==> src/rtl/cs_pkg.sv <==
package cs_pkg;

    typedef enum logic [2:0] {
        ST_AWAKE     = 3'd0,
        ST_CONVERT   = 3'd1,
        ST_ASLEEP    = 3'd2,
        ST_WAKE      = 3'd3,
        ST_WAKE_HELD = 3'd4
    } seq_state_t;

endpackage

==> src/rtl/cs_start_sync.sv <==
// Two-flop synchroniser for the start request, edge detection and a
// high-run qualifier that rejects falls after too short a high level.
module cs_start_sync #(
    parameter int MIN_PULSE = 4
) (
    input  logic clk,
    input  logic rst_n,
    input  logic raw,
    output logic level,
    output logic rise,
    output logic fall_ok
);
    localparam int HW = $clog2(MIN_PULSE + 1);
    localparam logic [HW-1:0] HI_LIM = HW'(MIN_PULSE);

    logic          meta_q;
    logic          sync_q;
    logic          prev_q;
    logic [HW-1:0] hi_run_q;

    always_ff @(posedge clk or negedge rst_n) begin
        if (!rst_n) begin
            meta_q   <= 1'b1;
            sync_q   <= 1'b1;
            prev_q   <= 1'b1;
            hi_run_q <= '0;
        end else begin
            meta_q <= raw;
            sync_q <= meta_q;
            prev_q <= sync_q;
            if (!sync_q)
                hi_run_q <= '0;
            else if (hi_run_q < HI_LIM)
                hi_run_q <= hi_run_q + 1'b1;
        end
    end

    assign level   = sync_q;
    assign rise    = sync_q & ~prev_q;
    assign fall_ok = ~sync_q & prev_q & (hi_run_q >= HI_LIM);

endmodule

==> src/rtl/cs_timer.sv <==
// Loadable down-counter shared by wake-up and conversion intervals.
module cs_timer #(
    parameter int W = 9
) (
    input  logic         clk,
    input  logic         rst_n,
    input  logic         load,
    input  logic [W-1:0] load_val,
    output logic [W-1:0] cnt,
    output logic         expired
);
    logic [W-1:0] cnt_q;

    always_ff @(posedge clk or negedge rst_n) begin
        if (!rst_n)
            cnt_q <= '0;
        else if (load)
            cnt_q <= load_val;
        else if (cnt_q != '0)
            cnt_q <= cnt_q - 1'b1;
    end

    assign cnt     = cnt_q;
    assign expired = (cnt_q == '0);

    // an interval only ever shrinks by one per cycle unless reloaded
    p_count_down_r6: assert property (@(posedge clk) disable iff (!rst_n)
        (!load && cnt_q != '0) |=> (cnt_q == $past(cnt_q) - 1'b1));

endmodule

==> src/rtl/cs_result_reg.sv <==
// Output register holding the most recent conversion result.
module cs_result_reg #(
    parameter int W = 14
) (
    input  logic         clk,
    input  logic         rst_n,
    input  logic         load,
    input  logic [W-1:0] din,
    output logic [W-1:0] dout
);
    always_ff @(posedge clk or negedge rst_n) begin
        if (!rst_n)
            dout <= '0;
        else if (load)
            dout <= din;
    end

    // result only changes on a load
    p_keep_value_r3: assert property (@(posedge clk) disable iff (!rst_n)
        !load |=> $stable(dout));

endmodule

==> src/rtl/convstart_seq.sv <==
module convstart_seq
    import cs_pkg::*;
#(
    parameter int RES_W     = 14,
    parameter int WAKE_CYC  = 500,
    parameter int CONV_CYC  = 500,
    parameter int MIN_PULSE = 4,
    parameter int EARLY_CYC = 200
) (
    input  logic             clk,
    input  logic             rst_n,
    input  logic             conv_req,
    input  logic [RES_W-1:0] result_in,
    output logic             busy,
    output logic             hold,
    output logic             asleep,
    output logic             load_stb,
    output logic [RES_W-1:0] data_out,
    output logic             early_warn
);
    localparam int LONGEST = (WAKE_CYC > CONV_CYC) ? WAKE_CYC : CONV_CYC;
    localparam int TW      = $clog2(LONGEST + 1);
    localparam logic [TW-1:0] WAKE_LD  = TW'(WAKE_CYC - 1);
    localparam logic [TW-1:0] CONV_LD  = TW'(CONV_CYC - 1);
    localparam logic [TW-1:0] WARN_LIM = TW'(WAKE_CYC - EARLY_CYC);

    logic            start_lvl;
    logic            start_rise;
    logic            start_fall_ok;
    logic            tmr_load;
    logic [TW-1:0]   tmr_val;
    logic [TW-1:0]   tmr_cnt;
    logic            tmr_done;
    logic            eoc;
    logic            warn_d;
    seq_state_t      state_q;
    seq_state_t      state_d;

    cs_start_sync #(.MIN_PULSE(MIN_PULSE)) u_sync (
        .clk     (clk),
        .rst_n   (rst_n),
        .raw     (conv_req),
        .level   (start_lvl),
        .rise    (start_rise),
        .fall_ok (start_fall_ok)
    );

    cs_timer #(.W(TW)) u_timer (
        .clk      (clk),
        .rst_n    (rst_n),
        .load     (tmr_load),
        .load_val (tmr_val),
        .cnt      (tmr_cnt),
        .expired  (tmr_done)
    );

    cs_result_reg #(.W(RES_W)) u_result (
        .clk   (clk),
        .rst_n (rst_n),
        .load  (eoc),
        .din   (result_in),
        .dout  (data_out)
    );

    // State register
    always_ff @(posedge clk or negedge rst_n) begin
        if (!rst_n)
            state_q <= ST_AWAKE;
        else
            state_q <= state_d;
    end

    // Next state and timer control
    always_comb begin
        state_d  = state_q;
        tmr_load = 1'b0;
        tmr_val  = CONV_LD;
        eoc      = 1'b0;
        warn_d   = 1'b0;
        unique case (state_q)
            ST_AWAKE: begin
                if (start_fall_ok) begin
                    state_d  = ST_CONVERT;
                    tmr_load = 1'b1;
                end
            end
            ST_CONVERT: begin
                if (tmr_done) begin
                    eoc     = 1'b1;
                    state_d = start_lvl ? ST_AWAKE : ST_ASLEEP;
                end
            end
            ST_ASLEEP: begin
                if (start_rise) begin
                    state_d  = ST_WAKE;
                    tmr_load = 1'b1;
                    tmr_val  = WAKE_LD;
                end
            end
            ST_WAKE: begin
                if (tmr_done) begin
                    if (start_fall_ok) begin
                        state_d  = ST_CONVERT;
                        tmr_load = 1'b1;
                    end else if (start_lvl) begin
                        state_d = ST_AWAKE;
                    end else begin
                        state_d = ST_ASLEEP;
                    end
                end else if (start_fall_ok) begin
                    state_d = ST_WAKE_HELD;
                    warn_d  = (tmr_cnt <= WARN_LIM);
                end
            end
            ST_WAKE_HELD: begin
                if (tmr_done) begin
                    state_d  = ST_CONVERT;
                    tmr_load = 1'b1;
                end
            end
            default: state_d = ST_AWAKE;
        endcase
    end

    // Outputs
    always_ff @(posedge clk or negedge rst_n) begin
        if (!rst_n) begin
            load_stb   <= 1'b0;
            early_warn <= 1'b0;
        end else begin
            load_stb   <= eoc;
            early_warn <= warn_d;
        end
    end

    assign busy   = (state_q == ST_CONVERT) || (state_q == ST_WAKE_HELD);
    assign hold   = busy;
    assign asleep = (state_q == ST_ASLEEP);

    // a qualified fall while awake leads to busy on the next cycle
    p_start_busy_r2: assert property (@(posedge clk) disable iff (!rst_n)
        (state_q == ST_AWAKE && start_fall_ok) |=> busy);

    // the busy fall coincides with the load strobe
    p_fall_load_r3: assert property (@(posedge clk) disable iff (!rst_n)
        $fell(busy) |-> load_stb);

    // load strobe lasts one cycle
    p_load_pulse_r3: assert property (@(posedge clk) disable iff (!rst_n)
        load_stb |=> !load_stb);

    // a running conversion is not cut short or restarted
    p_conv_hold_r4: assert property (@(posedge clk) disable iff (!rst_n)
        (state_q == ST_CONVERT && !tmr_done) |=> (state_q == ST_CONVERT));

    // sleep is only entered with the request line low
    p_sleep_low_r5: assert property (@(posedge clk) disable iff (!rst_n)
        $rose(asleep) |-> !start_lvl);

    // warning is a single-cycle pulse coincident with busy
    p_warn_pulse_r9: assert property (@(posedge clk) disable iff (!rst_n)
        early_warn |=> !early_warn);
    p_warn_busy_r9: assert property (@(posedge clk) disable iff (!rst_n)
        early_warn |-> busy);

endmodule

==> config.mk <==
export PLATFORM = sky130hd
export DESIGN_NAME = convstart_seq
export DESIGN_NICKNAME = d
export VERILOG_FILES = /design/src/rtl/cs_pkg.sv /design/src/rtl/cs_start_sync.sv /design/src/rtl/cs_timer.sv /design/src/rtl/cs_result_reg.sv /design/src/rtl/convstart_seq.sv
export SDC_FILE = /design/constraint.sdc
export NUM_CORES = 1
export LEC_CHECK = 0
export ABC_AREA = 0
export BUFFER_PORTS_ARGS = -buffer_cell sky130_fd_sc_hd__buf_2
export CAP_MARGIN = 0
export CELL_PAD_IN_SITES_DETAIL_PLACEMENT = 2
export CELL_PAD_IN_SITES_GLOBAL_PLACEMENT = 2
export CORE_MARGIN = 2
export CORE_UTILIZATION = 29
export DETAILED_ROUTE_END_ITERATION = 10
export GPL_TIMING_DRIVEN = 0
export PLACE_DENSITY_LB_ADDON = 0.1
export SETUP_SLACK_MARGIN = 0.02
export SYNTH_ARGS = -nofsm -noshare
export SYNTH_HDL_FRONTEND = slang
export SYNTH_HIERARCHICAL = 1
export SYNTH_SLANG_ARGS = --single-unit
==> constraint.sdc <==
create_clock -name clk -period 4.7 [get_ports clk]
set_input_delay 0.47 -clock clk [delete_from_list [all_inputs] [get_ports clk]]
set_output_delay 0.47 -clock clk [all_outputs]
set_load 0.05 [all_outputs]
==> results_dict.tcl <==
set metrics [dict create \
    dr.pass1.iters 4 \
    drt_iter0_drc 19 \
    drc 0 \
    crit_arrival_ns 3.75 \
    finalSetupViolations 0 \
    powerDensity_nw_per_um2 563 \
    irDropWorstVdd_uv 312 \
    tightest_slew_ns 0.785 \
    grt_antenna_before_repair 0 \
    synth_cells 145 \
    holdWs_ns 0.259 \
    rsz0062_at_grt "false" \
    cts_tree "built" \
    clk_pin_slew_worst_paths_ns 0.07 \
    layout_min_cycle_time_ns 3.56 \
    first_global_vias 1447 \
    drt-total-wl_mm 4.10 \
    dieHeight_um 79.3 \
    dieArea_um2 6290 \
    grt_util_all_layers_pct 14.7 \
    cts-buffers-inserted 5 \
    cp_max_fo 10 \
    status "complete, no violations" \
    relSlewSlack_pct 47.6 \
    skew_ns 0.00596 \
    num_rows 27 \
    fin_cells 267 \
    avgSynthCellArea_um2 11.3 \
    dpl.hpwl_mm 3.10 \
    syn_to_final_growth_pct 24.8 \
    placed_cell_area_um2 1940 \
    critPathKind "flop to flop" \
    start_kind "flop" \
    start_util_pct 29.9 \
    timing.rr.start "u_timer/cnt[0]" \
    crit_path_start "u_timer/cnt[0]" \
    regArea_um2 855 \
    postCtsHoldBufs 0 \
    antenna_cells 0 \
    p_leak_nw 0.989 \
    io_pins 36 \
    syn_area_um2 1650 \
    drv_cap 0 \
    vias 1265 \
    synth-edff-count 0 \
    cp-end-kind "flop" \
    multi_input_area_um2 738 \
    hold_violations 0 \
    ant_nets 0 \
    fin_crit_sh_pct 75.8 \
    final_area_um2 2050 \
    dieWidth_um 79.3 \
    yosys_register_bits 34 \
    async_flop_share_pct 100 \
    drive_above_1_share_pct 36.9 \
    gp_routability_congestion 0.770 \
    seq_area_frac_synth_pct 51.9 \
    cts_resized 0 \
    synth_top_area_cell "dfrtp_1" \
    clk_latency_ns 0.28 \
    hold_path_class "input port to async pin" \
    ys_top_cells_by_area "dfrtp_1 (47%), mux2_2 (9.6%), dfstp_2 (4.8%)" \
    wl_per_cell_um 15.4 \
    cts_root_buffer "clkbuf_8" \
    critPathRequiredTime_ns 4.89 \
    nets 213 \
    ys_types 44 \
    synth_most_common_cell "dfrtp_1" \
    slew_viol_final 0 \
    core-area_um2 5510 \
    num-fill-cells 602 \
    grt_max_degree 35 \
    grt_first_pass_wirelength_mm 7.14 \
    overflow 0 \
    postCtsSetupRepairBufs 0 \
    viasPerCell 4.74 \
    synth_common_cells "dfrtp_1 (31), mux2_2 (14), nor2_1 (8)" \
    htree_levels 2 \
    utilization_pct 37.3 \
    yosysWarnings 6 \
    cts_buffer_depth 2 \
    timing.fmax_ghz 0.281 \
    buffer_ports.inserted 35 \
    dpl.cell_count 259 \
    cts_num_sinks 34 \
    synth_top_area_share_pct 47.1 \
    tns_ns 0 \
    yosys_most_used_dff "dfrtp_1" \
]
metrics by stage:
stage,power [mW],setup slack [ns]
6_report,1.16,1.14
5_1_grt,1.25,0.772
4_1_cts,1.18,1.08
3_5_place_dp,0.894,1.11
3_3_place_gp,0.865,1.27
2_1_floorplan,0.768,1.76
power breakdown:
| part | switching [mW] | leakage (nW) | internal (mW) |
|---|---|---|---|
| sequential | 0.0765 | 0.440 | 0.366 |
| clock | 0.104 | 0.0585 | 0.173 |
| combinational | 0.270 | 0.491 | 0.168 |
routing by layer:
metal / track usage, % / share of wire, % / vias to the layer above
met3: 3.98 / 2.6 / 7
met5: 0 / 0 / -
met4: 4.48 / 1.2 / 0
met1: 16.8 / 42 / 639
met2: 26.6 / 54 / 16
li1: - / - / 603
flip-flops by register name, summed over array words and instances, names as in the netlist:
signal / flops
u_result/dout: 14
early_warn: 1
u_sync/level: 1
u_timer/cnt: 9
load_stb: 1
u_sync/hi_run_q: 3
state_q: 3
u_sync/prev_q: 1
u_sync/meta_q: 1
final timing paths:
path | to | slack (ns) | cells past startpoint
min reg2reg | u_sync/level | 0.36 | 0
max reg2reg | u_timer/cnt[0] | 1.14 | 14
min in group clk | u_sync/meta_q | 0.28 | 1
max | u_timer/cnt[0] | 1.14 | 14
min | u_timer/cnt[1] | 0.26 | 1
max in group asynchronous | early_warn | 3.93 | 1
final cells by class:
cell class	instances	area share, %
Sequential cell	34	41.6
Multi-Input combinational cell	103	36.0
Timing Repair Buffer	35	8.53
Tap cell	72	4.39
Clock buffer	7	4.20
Buffer	9	2.74
Clock inverter	1	1.46
Inverter	6	1.10
logic make-up (layout without fill, tap and decap cells):
group           Yosys count  after routing  synth area share (%)
compound gates           27             27                  12.4
xor+xnor                  5              5                  2.66
fa+ha+maj                 2              2                  1.52
buf+inv                  15             58                  4.79
flops                    34             34                  51.9
mux                      17             17                  11.5
other cells               2              9                 0.456
simple gates             43             43                  14.8
placed cells by master, fill, tap and decap left out, types with 4 or more instances in the layout:
master and instances:
nor3_1 4, inv_1 6, mux2_2 14, o31ai_1 4, nand2_1 7, buf_2 38, o21a_1 4, nor2_1 8
xnor2_1 5, dfrtp_1 31, conb_1 9, clkbuf_8 6, o21ai_0 5
worst max-delay path: stages, from the launching register on:
cell      delay (ns)
dfrtp_1         0.42
inv_1           0.10
ha_1            0.25
or4b_1          0.44
buf_2           0.18
or2_4           0.27
inv_1           0.16
buf_4           0.19
nand4_1         0.11
o21a_1          0.14
o21ai_0         0.17
clkbuf_1        0.30
clkbuf_1        0.42
nor2_1          0.11
a221oi_2        0.23
(Power assumes the default switching activity.)
